--- src/rtl/i2c_tgt_pkg.sv ---
package i2c_tgt_pkg;

  typedef enum logic [2:0] {
    ST_IDLE,
    ST_ADDR,
    ST_PTR,
    ST_WDATA,
    ST_SACK,
    ST_RDATA,
    ST_MACK
  } tgtState_t;

  // strobes from control to datapath
  typedef struct packed {
    logic shiftRx;  // shift in sampled SDA
    logic setPtr;   // pointer <= received byte
    logic wrMem;    // store received byte, step pointer
    logic loadTx;   // load register at pointer, step pointer
    logic shiftTx;  // present next transmit bit
  } dpStrobe_t;

endpackage

--- src/rtl/i2c_tgt_dp.sv ---
module i2c_tgt_dp
  import i2c_tgt_pkg::*;
#(
  parameter int WIDTH = 8,
  parameter int DEPTH = 16,
  parameter int SYNC  = 2
) (
  input  logic       clk,
  input  logic       rstN,
  input  logic       sclIn,
  input  logic       sdaIn,
  input  dpStrobe_t  stb,
  output logic       sclSync,
  output logic       sdaSync,
  output logic       sclRise,
  output logic       sclFall,
  output logic       startDet,
  output logic       stopDet,
  output logic [WIDTH-1:0] rxByte,
  output logic       txBit
);

  localparam int PW = (DEPTH > 1) ? $clog2(DEPTH) : 1;

  logic [1:0] pinVec, curLvl, prvLvl;
  assign pinVec = {sclIn, sdaIn};

  for (genvar g = 0; g < 2; g++) begin : gSync
    logic [SYNC:0] q;
    always_ff @(posedge clk) begin
      if (!rstN) q <= '1;
      else       q <= {q[SYNC-1:0], pinVec[g]};
    end
    assign curLvl[g] = q[SYNC-1];
    assign prvLvl[g] = q[SYNC];
  end

  assign sclSync  = curLvl[1];
  assign sdaSync  = curLvl[0];
  assign sclRise  =  curLvl[1] & ~prvLvl[1];
  assign sclFall  = ~curLvl[1] &  prvLvl[1];
  assign startDet =  curLvl[1] &  prvLvl[1] &  prvLvl[0] & ~curLvl[0];
  assign stopDet  =  curLvl[1] &  prvLvl[1] & ~prvLvl[0] &  curLvl[0];

  logic [WIDTH-1:0] shReg;
  logic [WIDTH-1:0] mem [DEPTH];
  logic [PW-1:0]    ptr;
  logic [WIDTH-1:0] memAtPtr;

  function automatic logic [PW-1:0] stepPtr(input logic [PW-1:0] p);
    return (p == PW'(DEPTH - 1)) ? '0 : p + 1'b1;
  endfunction

  assign memAtPtr = mem[ptr];
  assign rxByte   = shReg;
  assign txBit    = shReg[WIDTH-1];

  always_ff @(posedge clk) begin
    if (!rstN) begin
      shReg <= '1;
      ptr   <= '0;
      for (int i = 0; i < DEPTH; i++) mem[i] <= '0;
    end else begin
      if (stb.shiftRx) shReg <= {shReg[WIDTH-2:0], sdaSync};
      if (stb.shiftTx) shReg <= {shReg[WIDTH-2:0], 1'b1};
      if (stb.setPtr)  ptr   <= PW'(32'(shReg) % DEPTH);
      if (stb.wrMem) begin
        mem[ptr] <= shReg;
        ptr      <= stepPtr(ptr);
      end
      if (stb.loadTx) begin
        shReg <= memAtPtr;
        ptr   <= stepPtr(ptr);
      end
    end
  end

  // a stored byte lands at the old pointer and the pointer steps with wrap
  p_wr_step_r4: assert property (@(posedge clk) disable iff (!rstN)
    stb.wrMem |=> (ptr == stepPtr($past(ptr))) && (mem[$past(ptr)] == $past(shReg)));

  // a transmit load presents the addressed register and steps the pointer
  p_tx_load_r5: assert property (@(posedge clk) disable iff (!rstN)
    stb.loadTx |=> (shReg == $past(memAtPtr)) && (ptr == stepPtr($past(ptr))));

endmodule

--- src/rtl/i2c_tgt_ctrl.sv ---
module i2c_tgt_ctrl
  import i2c_tgt_pkg::*;
#(
  parameter int         WIDTH    = 8,
  parameter logic [6:0] DEV_ADDR = 7'h42
) (
  input  logic       clk,
  input  logic       rstN,
  input  logic       sclSync,
  input  logic       sdaSync,
  input  logic       sclRise,
  input  logic       sclFall,
  input  logic       startDet,
  input  logic       stopDet,
  input  logic [WIDTH-1:0] rxByte,
  input  logic       txBit,
  output dpStrobe_t  stb,
  output logic       sdaOe
);

  localparam int CW = $clog2(WIDTH + 1);
  localparam logic [CW-1:0] FULL = CW'(WIDTH);
  localparam logic [CW-1:0] LAST = CW'(WIDTH - 1);

  tgtState_t state, stateN, retState, retN;
  logic [CW-1:0] bitCnt, cntN;
  logic mAck, mAckN;

  always_comb begin
    stateN = state;
    retN   = retState;
    cntN   = bitCnt;
    mAckN  = mAck;
    stb    = '0;
    if (startDet) begin
      stateN = ST_ADDR;
      cntN   = '0;
    end else if (stopDet) begin
      stateN = ST_IDLE;
    end else begin
      case (state)
        ST_ADDR, ST_PTR, ST_WDATA: begin
          if (sclRise && bitCnt < FULL) begin
            stb.shiftRx = 1'b1;
            cntN        = bitCnt + 1'b1;
          end else if (sclFall && bitCnt == FULL) begin
            stateN = ST_SACK;
            if (state == ST_ADDR) begin
              if (rxByte[WIDTH-1:WIDTH-7] != DEV_ADDR) stateN = ST_IDLE;
              retN = rxByte[0] ? ST_RDATA : ST_PTR;
            end else if (state == ST_PTR) begin
              stb.setPtr = 1'b1;
              retN       = ST_WDATA;
            end else begin
              stb.wrMem = 1'b1;
              retN      = ST_WDATA;
            end
          end
        end
        ST_SACK: if (sclFall) begin
          stateN = retState;
          cntN   = '0;
          if (retState == ST_RDATA) stb.loadTx = 1'b1;
        end
        ST_RDATA: if (sclFall) begin
          if (bitCnt == LAST) stateN = ST_MACK;
          else begin
            stb.shiftTx = 1'b1;
            cntN        = bitCnt + 1'b1;
          end
        end
        ST_MACK: begin
          if (sclRise) mAckN = !sdaSync;
          else if (sclFall) begin
            if (mAck) begin
              stateN     = ST_RDATA;
              cntN       = '0;
              stb.loadTx = 1'b1;
            end else begin
              stateN = ST_IDLE;
            end
          end
        end
        default: ;
      endcase
    end
  end

  always_ff @(posedge clk) begin
    if (!rstN) begin
      state    <= ST_IDLE;
      retState <= ST_IDLE;
      bitCnt   <= '0;
      mAck     <= 1'b0;
    end else begin
      state    <= stateN;
      retState <= retN;
      bitCnt   <= cntN;
      mAck     <= mAckN;
    end
  end

  assign sdaOe = (state == ST_SACK) || (state == ST_RDATA && !txBit);

  // drive changes only while SCL is low (bus conditions excepted)
  p_sda_scl_low_r7: assert property (@(posedge clk) disable iff (!rstN)
    (sdaOe != $past(sdaOe)) |-> (!sclSync || $past(startDet || stopDet)));

  // STOP leaves the target idle and released
  p_stop_idle_r8: assert property (@(posedge clk) disable iff (!rstN)
    (stopDet && !startDet) |=> (state == ST_IDLE) && !sdaOe);

  // START restarts address collection from bit zero
  p_start_addr_r8: assert property (@(posedge clk) disable iff (!rstN)
    startDet |=> (state == ST_ADDR) && (bitCnt == '0) && !sdaOe);

  // never more than one byte collected before the acknowledge slot
  p_bitcnt_range_r1: assert property (@(posedge clk) disable iff (!rstN)
    bitCnt <= FULL);

endmodule

--- src/rtl/i2c_reg_target.sv ---
module i2c_reg_target
  import i2c_tgt_pkg::*;
#(
  parameter int         WIDTH    = 8,
  parameter int         DEPTH    = 16,
  parameter int         SYNC     = 2,
  parameter logic [6:0] DEV_ADDR = 7'h42
) (
  input  logic clk,
  input  logic rstN,
  input  logic sclIn,
  input  logic sdaIn,
  output logic sdaOe
);

  dpStrobe_t        stb;
  logic             sclSync, sdaSync, sclRise, sclFall, startDet, stopDet, txBit;
  logic [WIDTH-1:0] rxByte;

  i2c_tgt_dp #(.WIDTH(WIDTH), .DEPTH(DEPTH), .SYNC(SYNC)) uDp (
    .clk(clk), .rstN(rstN), .sclIn(sclIn), .sdaIn(sdaIn), .stb(stb),
    .sclSync(sclSync), .sdaSync(sdaSync), .sclRise(sclRise), .sclFall(sclFall),
    .startDet(startDet), .stopDet(stopDet), .rxByte(rxByte), .txBit(txBit)
  );

  i2c_tgt_ctrl #(.WIDTH(WIDTH), .DEV_ADDR(DEV_ADDR)) uCtrl (
    .clk(clk), .rstN(rstN), .sclSync(sclSync), .sdaSync(sdaSync),
    .sclRise(sclRise), .sclFall(sclFall), .startDet(startDet), .stopDet(stopDet),
    .rxByte(rxByte), .txBit(txBit), .stb(stb), .sdaOe(sdaOe)
  );

endmodule

--- config.mk ---
export PLATFORM = sky130hd
export DESIGN_NAME = i2c_reg_target
export DESIGN_NICKNAME = d
export VERILOG_FILES = /design/src/rtl/i2c_tgt_pkg.sv /design/src/rtl/i2c_tgt_dp.sv /design/src/rtl/i2c_tgt_ctrl.sv /design/src/rtl/i2c_reg_target.sv
export SDC_FILE = /design/constraint.sdc
export NUM_CORES = 1
export LEC_CHECK = 0
export ABC_CLOCK_PERIOD_IN_PS = 2750
export CORE_MARGIN = 10
export CORE_UTILIZATION = 40
export DETAILED_ROUTE_END_ITERATION = 8
export MAX_ROUTING_LAYER = met4
export PLACE_DENSITY = 0.56
export SKIP_LAST_GASP = 1
export SYNTH_ARGS = -nofsm -noshare
export SYNTH_HDL_FRONTEND = slang
export SYNTH_SLANG_ARGS = --single-unit
--- constraint.sdc ---
create_clock -name clk -period 2.75 [get_ports clk]
set_clock_uncertainty 0.05 [all_clocks]
set_input_delay 0.275 -clock clk [delete_from_list [all_inputs] [get_ports clk]]
set_output_delay 0.275 -clock clk [all_outputs]
set_load 0.02 [all_outputs]
==> flow_summary.json <==
{
  "status": "completed",
  "drv_cap": 0,
  "tightest_slew_ns": 0.798,
  "post-route-min-period_ns": 2.41,
  "powerDensity_nw_per_um2": 597,
  "power_leakage_nw": 2.94,
  "path_buf_inv": 1,
  "synth_flop_cell": "edfxtp_1",
  "synth.largest_area_cell": "edfxtp_1",
  "die_w_um": 159,
  "cts_sinks": 161,
  "slew_headroom": 0.463,
  "setup_tns_ns": 0,
  "postCtsSetupBuffers": 0,
  "clkTransAtPathRegs_ns": 0.06,
  "synth_cell_type_count": 63,
  "dieArea_um2": 25300,
  "final_max_slew_viol_count": 0,
  "drc": 0,
  "internal_power_mw": 4.21,
  "drt_iter0_markers": 391,
  "routed_via_density": 5.43,
  "grt_pass1_wl_um": 28600,
  "fp.dieH_um": 159,
  "power_switching_mw": 1.05,
  "tritoncts": "built",
  "seq_area_frac_synth": 0.582,
  "cp_slowest_stage_delay_ns": 0.63,
  "critical_path_arrival_ns": 2.08,
  "power.total_mw": 5.26,
  "cts.repair.resized": 0,
  "fp-row-count": 50,
  "pwr-share-clk": 0.447,
  "synth_area_leaders": "edfxtp_1 50%, mux4_2 9.3%, and2_1 9.3%",
  "synth_common_cells": "128 x edfxtp_1, 115 x and2_1, 33 x dfxtp_1, 32 x clkbuf_1, 32 x mux4_2",
  "syn_avg_cell_area_um2": 13.0,
  "initial_utilization": 0.410,
  "synth_warnings": 0,
  "fin_crit_sh": 0.876,
  "cp-end-kind": "output pin",
  "clockBufferDepth": 2,
  "grt_max_degree": 36,
  "synth_edf_count": 128,
  "portBuffers": 4,
  "cp.required_ns": 2.42,
  "place_area_um2": 8230,
  "via_count": 4820,
  "area_delta_synth_final_pct": 13.8,
  "cp_top_family": "buffers and inverters",
  "start_kind": "register",
  "final_cell_area_um2": 8810,
  "post_drt_wl_per_cell_um": 20.3,
  "synthArstFlopShare": 0,
  "cp_max_fo": 12,
  "hold_class": "input pin to register",
  "synth.most_common_cell": "edfxtp_1",
  "postCtsHoldBufs": 0,
  "numCtsBuffers": 17,
  "ys_ff_latch": 161,
  "overflow": 0,
  "timing_worst_setup_path_type": "register to output pin",
  "nets": 625,
  "grtUsageTotal": 0.150,
  "clock_tree.root_cell": "clkbuf_16",
  "hpwlAfterDp_um": 12600,
  "drive_above_1_share": 0.201,
  "rsz0062_at_grt": "false",
  "setup_viol": 0,
  "crit_chain": "or2b_1 > a21oi_1 > clkdlybuf4s50_1",
  "grt_pass1_vias": 4913,
  "hold_violations": 0,
  "grt_antenna_before_repair": 0,
  "routed_wl_um": 18100,
  "synth_area_um2": 7740,
  "synthCells": 595,
  "first_pass_iters": 5,
  "crit_slowest_cell": "clkdlybuf4s50_1",
  "irDropWorstVdd_v": 0.000453,
  "pwr-share-comb": 0.030,
  "p_sw_frac": 0.200,
  "num_io_pins": 5,
  "sequentialPowerShare": 0.523,
  "core_area_um2": 18900,
  "htreeDepth": 4,
  "max_freq_mhz": 415,
  "synth_top_area_share": 0.497,
  "num_antenna_cells": 0,
  "gp_congestion": 0.908,
  "worstSkewPairLatency_ns": 0.43,
  "drtAntennaViolNets": 0,
  "synth_nets": 605
}
[final timing paths]
path                                        start           endpoint  slack (ns)  cells after the start
worst max-delay path               uCtrl.state[2]              sdaOe        0.34                      3
worst min-delay path                        sclIn  uDp.gSync[1].q[0]        0.35                      2
worst max register to register    uCtrl.bitCnt[0]      uDp.mem[3][1]        0.36                      7
worst min register to register  uDp.gSync[0].q[0]  uDp.gSync[0].q[1]        0.36                      1
[power groups by stage]
stage	Clock, mW	Sequential (mW)	Combinational (mW)
after floorplan	0	2.79	0.101
after global placement	0	2.80	0.157
after detailed placement	0	2.80	0.158
after CTS	2.38	2.75	0.159
after global routing	2.48	2.76	0.170
final	2.35	2.75	0.157
[layout make-up]
cell class,instances,area [um2]
clock inverters,11,138
multi-input cells,379,3010
fillers,1730,10100
inverters,10,37.5
repair buffers,46,355
well taps,260,325
flip-flops and latches,161,4510
clock buffers,21,440
[routing by layer]
metal  vias up  global-route usage  wire (um)
met5         -                   -          0
met4         0              0.0649        412
met3        22              0.0256        547
met2       103               0.234       8940
met1      2456               0.188       8170
li1       2239                   -          -
[layout by cell type, fill, tap and decap left out, types with 3 or more instances in the layout]
cell	n
nand2b_1	12
nor2_1	20
o211ai_1	16
buf_4	42
clkbuf_16	17
or2b_1	3
bufinv_16	3
a31oi_1	4
nor3_1	16
nand2_1	26
edfxtp_1	128
clkbuf_1	4
ha_1	6
mux2_2	8
clkinv_2	4
nor4_1	3
clkdlybuf4s50_1	4
nor3b_1	3
a21oi_1	16
o22ai_1	5
and2_1	115
mux4_2	32
inv_1	10
dfxtp_1	32
mux2i_1	18
o21ai_0	21
nand3_1	10
[cells by family after synthesis]
| kind of cell | count (synthesis) | share of synthesized area |
|---|---|---|
| DFF | 161 | 0.582 |
| muxes | 59 | 0.129 |
| adders and majority gates | 6 | 0.00970 |
| xor gates and xnor gates | 1 | 0.00113 |
| and+or+nand+nor | 232 | 0.178 |
| AOI/OAI and AO/OA | 81 | 0.0703 |
| buffers and inverters | 55 | 0.0293 |
[registers in the layout (all words and copies together), names as in the netlist, named ones only]
signal          flops
uCtrl.bitCnt        4
uCtrl.state         3
uDp.mem           128
uCtrl.mAck          1
uDp.ptr             4
uDp.rxByte          8
uDp.gSync.q         6
uCtrl.retState      3
[through the flow]
step	util	setup WS (ns)	instances	hold WS, ns
after floorplan	-	0.348	595	0.326
after global placement	0.436	0.373	856	0.342
after detailed placement	0.436	0.373	856	0.351
after CTS	0.466	0.350	888	0.339
after global routing	0.466	0.185	888	0.371
final	0.466	0.341	888	0.345
Note: power is estimated with default switching activity, not from simulation.
